--- src/rtl/keysweep_pkg.sv ---
package keysweep_pkg;
    typedef enum logic [1:0] {
        KS_IDLE = 2'd0,
        KS_RUN  = 2'd1,
        KS_HIT  = 2'd2,
        KS_DRY  = 2'd3
    } ks_state_e;
endpackage

--- src/rtl/ks_keygen.sv ---
module ks_keygen #(
    parameter int KEY_W = 64
) (
    input  logic             clk,
    input  logic             rst_n,
    input  logic             load,
    input  logic             halt,
    input  logic [KEY_W-1:0] base,
    input  logic [KEY_W-1:0] limit,
    output logic [KEY_W-1:0] key,
    output logic             on
);
    typedef struct packed {
        logic [KEY_W-1:0] cnt;
        logic [KEY_W-1:0] lim;
        logic             on;
    } gen_t;

    gen_t g_d, g_q;

    always_comb begin
        g_d = g_q;
        if (load) begin
            g_d.cnt = base;
            g_d.lim = limit;
            g_d.on  = (base <= limit);
        end else if (halt) begin
            g_d.on = 1'b0;
        end else if (g_q.on) begin
            if (g_q.cnt == g_q.lim) g_d.on = 1'b0;
            else                    g_d.cnt = g_q.cnt + 1'b1;
        end
    end

    always_ff @(posedge clk) begin
        if (!rst_n) g_q <= '0;
        else        g_q <= g_d;
    end

    assign key = g_q.cnt;
    assign on  = g_q.on;
endmodule

--- src/rtl/ks_shadow.sv ---
module ks_shadow #(
    parameter int LAT   = 12,
    parameter int KEY_W = 64
) (
    input  logic             clk,
    input  logic             rst_n,
    input  logic             flush,
    input  logic             in_vld,
    input  logic [KEY_W-1:0] in_key,
    output logic             tail_vld,
    output logic [KEY_W-1:0] tail_key,
    output logic             any_vld
);
    localparam int LAST = LAT - 1;

    logic [LAT-1:0]   vld_d, vld_q;
    logic [KEY_W-1:0] key_d [LAT];
    logic [KEY_W-1:0] key_q [LAT];

    assign vld_d[0] = !flush && in_vld;
    assign key_d[0] = in_key;

    for (genvar s = 1; s < LAT; s++) begin : g_stage
        assign vld_d[s] = !flush && vld_q[s-1];
        assign key_d[s] = key_q[s-1];
    end

    always_ff @(posedge clk) begin
        if (!rst_n) vld_q <= '0;
        else        vld_q <= vld_d;
    end

    always_ff @(posedge clk) begin
        key_q <= key_d;
    end

    assign tail_vld = vld_q[LAST];
    assign tail_key = key_q[LAST];
    assign any_vld  = |vld_q;
endmodule

--- src/rtl/ks_match.sv ---
module ks_match (
    input  logic        tail_vld,
    input  logic [63:0] tgt,
    input  logic [31:0] ct0,
    input  logic [31:0] ct1,
    output logic        hit
);
    assign hit = tail_vld && (ct0 == tgt[31:0]) && (ct1 == tgt[63:32]);
endmodule

--- src/rtl/keysweep_ctrl.sv ---
module keysweep_ctrl
    import keysweep_pkg::*;
#(
    parameter int KEY_W   = 64,
    parameter int LATENCY = 12
) (
    input  logic              clk,
    input  logic              rst_n,
    input  logic              start,
    input  logic [KEY_W-1:0]  base_key,
    input  logic [KEY_W-1:0]  limit_key,
    input  logic [63:0]       target_ct,
    output logic [31:0]       key_w0,
    output logic [KEY_W-33:0] key_w1,
    output logic              key_vld,
    input  logic [31:0]       res_ct0,
    input  logic [31:0]       res_ct1,
    output logic              busy,
    output logic              found,
    output logic              exhausted,
    output logic [KEY_W-1:0]  win_key
);
    localparam int HI_W = KEY_W - 32;

    typedef struct packed {
        ks_state_e        st;
        logic [63:0]      tgt;
        logic [KEY_W-1:0] win;
    } ctl_t;

    ctl_t             c_d, c_q;
    logic [KEY_W-1:0] cur_key, tail_key;
    logic             key_on, tail_vld, any_vld, hit;
    logic             flush, halt;

    ks_keygen #(.KEY_W(KEY_W)) u_gen (
        .clk(clk), .rst_n(rst_n), .load(start), .halt(halt),
        .base(base_key), .limit(limit_key), .key(cur_key), .on(key_on)
    );

    ks_shadow #(.LAT(LATENCY), .KEY_W(KEY_W)) u_shadow (
        .clk(clk), .rst_n(rst_n), .flush(flush), .in_vld(key_on),
        .in_key(cur_key), .tail_vld(tail_vld), .tail_key(tail_key),
        .any_vld(any_vld)
    );

    ks_match u_match (
        .tail_vld(tail_vld), .tgt(c_q.tgt), .ct0(res_ct0), .ct1(res_ct1),
        .hit(hit)
    );

    always_comb begin
        c_d   = c_q;
        halt  = 1'b0;
        flush = start;
        if (start) begin
            c_d.st  = KS_RUN;
            c_d.tgt = target_ct;
            c_d.win = '0;
        end else if (c_q.st == KS_RUN) begin
            if (hit) begin
                c_d.st  = KS_HIT;
                c_d.win = tail_key;
                halt    = 1'b1;
                flush   = 1'b1;
            end else if (!key_on && !any_vld) begin
                c_d.st = KS_DRY;
            end
        end
    end

    always_ff @(posedge clk) begin
        if (!rst_n) c_q <= '{st: KS_IDLE, tgt: '0, win: '0};
        else        c_q <= c_d;
    end

    assign key_w0    = cur_key[31:0];
    assign key_w1    = cur_key[KEY_W-1 -: HI_W];
    assign key_vld   = key_on;
    assign busy      = (c_q.st == KS_RUN);
    assign found     = (c_q.st == KS_HIT);
    assign exhausted = (c_q.st == KS_DRY);
    assign win_key   = c_q.win;
endmodule

--- config.mk ---
export PLATFORM = sky130hd
export DESIGN_NAME = keysweep_ctrl
export DESIGN_NICKNAME = d
export VERILOG_FILES = /design/src/rtl/keysweep_pkg.sv /design/src/rtl/ks_keygen.sv /design/src/rtl/ks_shadow.sv /design/src/rtl/ks_match.sv /design/src/rtl/keysweep_ctrl.sv
export SDC_FILE = /design/constraint.sdc
export NUM_CORES = 1
export LEC_CHECK = 0
export BUFFER_PORTS_ARGS = -buffer_cell sky130_fd_sc_hd__buf_2
export CORE_MARGIN = 1
export CORE_UTILIZATION = 53
export CTS_CLUSTER_DIAMETER = 60
export DETAILED_ROUTE_END_ITERATION = 16
export PLACE_DENSITY = 0.81
export SLEW_MARGIN = 40
export SYNTH_ARGS = -nofsm -noshare
export SYNTH_HDL_FRONTEND = slang
export SYNTH_SLANG_ARGS = --single-unit
--- constraint.sdc ---
create_clock -name clk -period 2.93 [get_ports clk]
set_input_delay 0.586 -clock clk [delete_from_list [all_inputs] [get_ports clk]]
set_output_delay 0.586 -clock clk [all_outputs]
set_load 0.005 [all_outputs]
* Word level (Yosys, flattened, before mapping)
Index checks and enable logic that the tools add are counted.
** Storage, ports and cells
- Flip-flop bits (word level) :: 1039
- Bits of input ports :: 259
- Output and inout port bits :: 132
- Word-level logic and storage cells :: 75
** Operators by class
- Add/subtract/negate cells :: 1
- Magnitude comparators :: 1
- Equality and inequality tests :: 8
- Mux-type cells :: 16
- Bitwise gates (word level) :: 1
- Reduce and logical (&&, ||, !) cells :: 28
** Operators with widths (number)
- 2-to-1 mux 64 bit :: 4
- adder 64 x 1 -> 64 bit (second input constant) :: 1
- equality test 32 bit :: 2
- equality test 64 bit :: 1
- <= comparator 64 bit :: 1
- logical AND 1 bit :: 15
- OR reduction 12 bit :: 1
- 2-to-1 mux 1 bit :: 10
- AND reduction 2 bit :: 3
- nonzero test 2 bit :: 3
- equality test 2 bit (second input constant) :: 2
- 2-to-1 mux 2 bit :: 2
- != test 2 bit (second input constant) :: 2
- zero test 1 bit :: 3
- AND reduction 3 bit :: 1
- nonzero test 3 bit :: 1
- equality test 2 x 1 -> 1 bit (second input constant) :: 1
- OR reduction 2 bit :: 1
- inverter 1 bit :: 1

* Logic depth before layout (Yosys ltp)
- Depth after elaboration :: 8
- Gate-level depth with buffers :: 10
- Mapped depth without buffers :: 10

* Hierarchy
Synthesis repeated with hierarchy kept, for this count alone.
** Unflattened totals
- Cells, all modules :: 2504
- Area total of the unflattened synthesis :: 31371.3 µm²
** By module, submodules not included
- ks_shadow :: times used 1, cells each 798, area an instance 15738.8 µm², sequential area each 15615.0 µm²
- ks_keygen :: times used 1, cells each 1017, area an instance 8757.1 µm², sequential area each 2582.5 µm²
- keysweep_ctrl :: times used 1, cells each 579, area an instance 6078.3 µm², sequential area each 2602.5 µm²
- ks_match :: times used 1, cells each 110, area an instance 797.0 µm², sequential area each 0.0 µm²

* Least setup slack after synthesis
No wires, ideal clock.
- Kind :: in2reg
- Start :: input res_ct1[8]
- End :: register u_gen.g_q (netlist bit u_gen.key[26])
- Library setup time :: 133 ps
- Arrival :: 2247 ps
- Required time :: 2797 ps
- Setup slack :: 551 ps
- Stages :: 9
- Buffers on the path :: 1
- Cell sequence :: inv_1 a22o_1 nor4_1 nand3_2 o2111ai_4 buf_2 nor3_1 xnor2_1 a21oi_1
** On the way
- Longest elaborated chain between the ends :: 7
** Ends and longest elaborated chain
- from (decl) :: line keysweep_ctrl.sv:17 : input logic [31:0] res_ct1,
- equality test 32 bit :: line ks_match.sv:8 : assign hit = tail_vld && (ct0 == tgt[31:0]) && (ct1 == tgt[63:32]);
- logical AND 1 bit :: line ks_match.sv:8
- 2-to-1 mux 1 bit :: line keysweep_ctrl.sv:61 : if (hit) begin
- 2-to-1 mux 1 bit :: line keysweep_ctrl.sv:60 : end else if (c_q.st == KS_RUN) begin
- 2-to-1 mux 1 bit :: line keysweep_ctrl.sv:56 : if (start) begin
- != test 2 bit (no line)
- AND reduction 3 bit (no line)
- to (signal assigned) :: line ks_keygen.sv:37 : else g_q <= g_d;
- to (decl) :: line ks_keygen.sv:19 : gen_t g_d, g_q;
No other way between the ends.
A chain may end at the register's enable or synchronous reset.

* Worst setup path in the final report
- Start :: register u_gen.g_q[5] in the netlist's numbering
- End :: register u_gen.g_q (netlist bit u_gen.key[39])
** On the way
- Longest elaborated chain between the ends :: 3
** Ends and longest elaborated chain
- equality test 64 bit :: line ks_keygen.sv:30 : if (g_q.cnt == g_q.lim) g_d.on = 1'b0;
- != test 2 bit (no line)
- AND reduction 3 bit (no line)
No other way between the ends.

==> impl_metrics.csv <==
group,metric,value,unit
synth,yosysTopAreaCellShare,0.6870,
synth,synth_cells,2424,
synth,async_flop_share,0,
cells_and_area,layout_common_cells,"1039 x dfxtp_1, 389 x buf_2, 224 x nor2_1, 193 x mux2i_1, 160 x xnor2_1",
worst_setup_path,crit_arrival,3.30,ns
route,first_pass_iters,6,
clock_tree,cts.sinks,1039,
cells_and_area,seq_area,20800,um2
clock_tree,cts.clk_slew.worst_paths,0.07,ns
synth,yosysSeqAreaShare,0.6870,
clock_tree,htreeDepth,3,
placement,io_buffers,390,
clock_tree,cts_made_buffers,94,
sta,period_share,0.9476,
worst_setup_path,cp.depth,11,
placement,hpwlAfterDp,51.52,mm
synth,synth_top_cell_by_area,"dfxtp_1",
die,die-area,58090,um2
die,core,56390,um2
sta,tightest_slew,0.7681,ns
synth,yosys_register_bits,1039,
clock_tree,ctsResizeCount,0,
die,ios,391,
worst_setup_path,critPathTopFamily,"simple AND/OR/NAND/NOR gates",
min_path,min_path_type,"input pin to flop",
sta,hold_violations,0,
synth,yosysUniqueCellTypes,68,
sta,setup_viol,0,
synth,synthMuxAreaShare,0.06380,
grt,grt_usage,0.2457,
die,die_h,241.0,um
worst_setup_path,crit_path_cell_trace,"xnor2_1 > buf_4 > nand4_1 > nor4_1 > nand4_1 > buf_4 > o211ai_2 > buf_12 > nor3_1 > a311oi_1 > nor3_1",
sta,finalClockSkew,0.02263,ns
sta,slew_viol_final,0,
clock_tree,clock_path_buffers,3,
grt,grt_use_met1,0.2927,
sta,fin_crit,2.776,ns
clock_tree,cts_root_buf,"clkbuf_16",
power_and_ir_drop,vdd_drop_max,0.0004607,V
placement,routabilityCongestion,0.9791,
cells_and_area,multi_input_area,7845,um2
synth,synthesis.area,30280,um2
cells_and_area,drive_gt1_frac,0.2358,
grt,grt_max_degree,124,
sta,max_slew_margin,0.4867,
route,wl_per_cell,19.61,um
die,start_util,0.5370,
synth,yosysWarnings,0,
worst_setup_path,path_max_fanout,25,
sta,fin_setup_tns,0,ns
grt,grt_pass1_vias,18150,
min_path,min_path_cells,3,
power_and_ir_drop,p_total,29830,uW
synth,synthAdderAreaFrac,0.02686,
route,drc,0,
synth,syn_nets,2748,
flow_run,max_cap_viol_count,0,
grt,use_met2,0.4308,
die,row_count,87,
worst_setup_path,crit_buf_inv,3,
status,status,"finished clean",
synth,synthSimpleGateAreaFrac,0.07914,
power_and_ir_drop,p_per_area,826.3,nW/um2
sta,grt_setup_unrepaired,"no",
worst_setup_path,max_stage_delay,0.44,ns
synth,synthXorXnorAreaFrac,0.04831,
synth,synth_top_family_by_area,"simple AND/OR/NAND/NOR gates",
grt,gr-total-overflow,0,
cells_and_area,final_common_cell,"dfxtp_1",
synth,synth.area.top_cells,"dfxtp_1 69%, mux2i_1 6.4%, xnor2_1 4.6%, buf_4 3.3%, nor2_1 2.8%",
grt,antenna_found_initial,17,
grt,gr-usage-met3,0.04758,
worst_setup_path,worst-setup-path-type,"flop to flop",
worst_setup_path,worstSetupStartpointType,"flop",
grt,grt_pass1_wl,105.9,mm
cells_and_area,syn_to_final_growth,19.23,%
placement,placed_cell_area,32720,um2
cells_and_area,final_cell_area,36100,um2
sta,holdWs,0.1836,ns
grt,busiest_layer,"met2",
clock_tree,holdBufCountCts,0,
worst_setup_path,reg2reg_depth,11,
route,wl,71.70,mm
die,die_x,241.0,um
worst_setup_path,end_kind,"flop",
cells_and_area,num-nets-final,3132,
worst_setup_path,crit_required,3.45,ns
clock_tree,postCtsSetupRepairBufs,0,
power_and_ir_drop,p_leak,0.01569,uW
synth,synth-edff-count,0,
clock_tree,cts_tree,"done",
route,dr_total_vias,18160,
clock_tree,clock_latency,0.64,ns
sta,max_freq,360.2,MHz
synth,ys.flop_type,"dfxtp_1",
worst_setup_path,cp_slowest_cell,"nor4_1",
synth,syn_avg_cell_area,12.49,um2
synth,synth_compound_area_frac,0.04066,
route,routed_via_density,4.965,
route,drt_iter0_markers,1154,
route,postRouteAntennaNets,0,
cells_and_area,fillers,4175,
-- metrics by stage --
step	worst slack [ns]	std cells	util
after global placement	0.06352	3467	0.5799
after CTS	0.1890	3644	0.6396
final	0.1535	3657	0.6402
after detailed placement	0.02950	3468	0.5802
after floorplan	0.5507	2424	-
after global routing	0.03339	3653	0.6400
-- worst register-to-register path, stage by stage, from the launching register on --
cell and delay [ns]:
dfxtp_1 0.33, xnor2_1 0.23, buf_4 0.18, nand4_1 0.11, nor4_1 0.44, nand4_1 0.30
buf_4 0.24, o211ai_2 0.09, buf_12 0.22, nor3_1 0.11, a311oi_1 0.32, nor3_1 0.10
-- worst paths after layout --
check	from	to	slack, ns
min	target_ct[23]	c_q[87]$_SDFFE_PN0P_	0.18
min reg2reg	u_shadow.key_d[234]$_DFF_P_	u_shadow.key_d[170]$_DFF_P_	0.32
max	u_gen.g_q[5]$_SDFFE_PN0P_	u_gen.key[39]$_SDFFE_PN0P_	0.15
max reg2reg	u_gen.g_q[5]$_SDFFE_PN0P_	u_gen.key[39]$_SDFFE_PN0P_	0.15
-- layer usage --
metal | up-vias | share of wire
li1 | 8721 | -
met1 | 8631 | 0.40
met2 | 656 | 0.50
met3 | 148 | 0.061
met4 | 2 | 0.035
met5 | - | 0.00011
-- Yosys cell counts (10+ instances only) --
cell type	instances
nor3_1	25
a21oi_1	67
and2_1	17
xnor2_1	160
o21ai_0	69
inv_1	84
nand4_1	56
buf_4	134
nor4_1	22
dfxtp_1	1039
clkbuf_1	41
nand2_1	33
a21o_1	27
mux2i_1	193
nand3_1	28
buf_1	14
and3_1	10
nor2_1	225
ha_1	65
-- flip-flops by register name (all words and copies together) (netlist names) --
| signal | count |
|---|---|
| u_shadow.vld_q | 12 |
| u_shadow.tail_key | 64 |
| u_gen.on | 1 |
| u_gen.key | 64 |
| u_shadow.key_d | 704 |
| c_q | 66 |
| win_key | 64 |
| u_gen.g_q | 64 |
-- cell type report --
type                    instances  area share
repair buffers                490     0.07781
inverters                      84    0.008804
diodes                         13   0.0009012
flip-flops and latches       1039      0.5762
clock inverters                50     0.01927
clock buffers                 126     0.07351
well taps                     756     0.02620
multi-input cells            1099      0.2173
-- kinds of logic after synthesis --
| kind of cell | count (synthesis) |
|---|---|
| DFF | 1039 |
| and+or+nand+nor | 469 |
| buffers and inverters | 286 |
| AOI/OAI and AO/OA | 205 |
| muxes | 193 |
| xor gates and xnor gates | 167 |
| adders and majority gates | 65 |
-- report_power, final --
group / leakage, uW / internal (uW) / total, uW / switching, uW
logic: 0.00541 / 684 / 1530 / 844
clock network: 0.00166 / 7680 / 13000 / 5270
registers: 0.00861 / 15000 / 15400 / 330
total: 0.0157 / 23400 / 29800 / 6450
(Power assumes the default switching activity.)
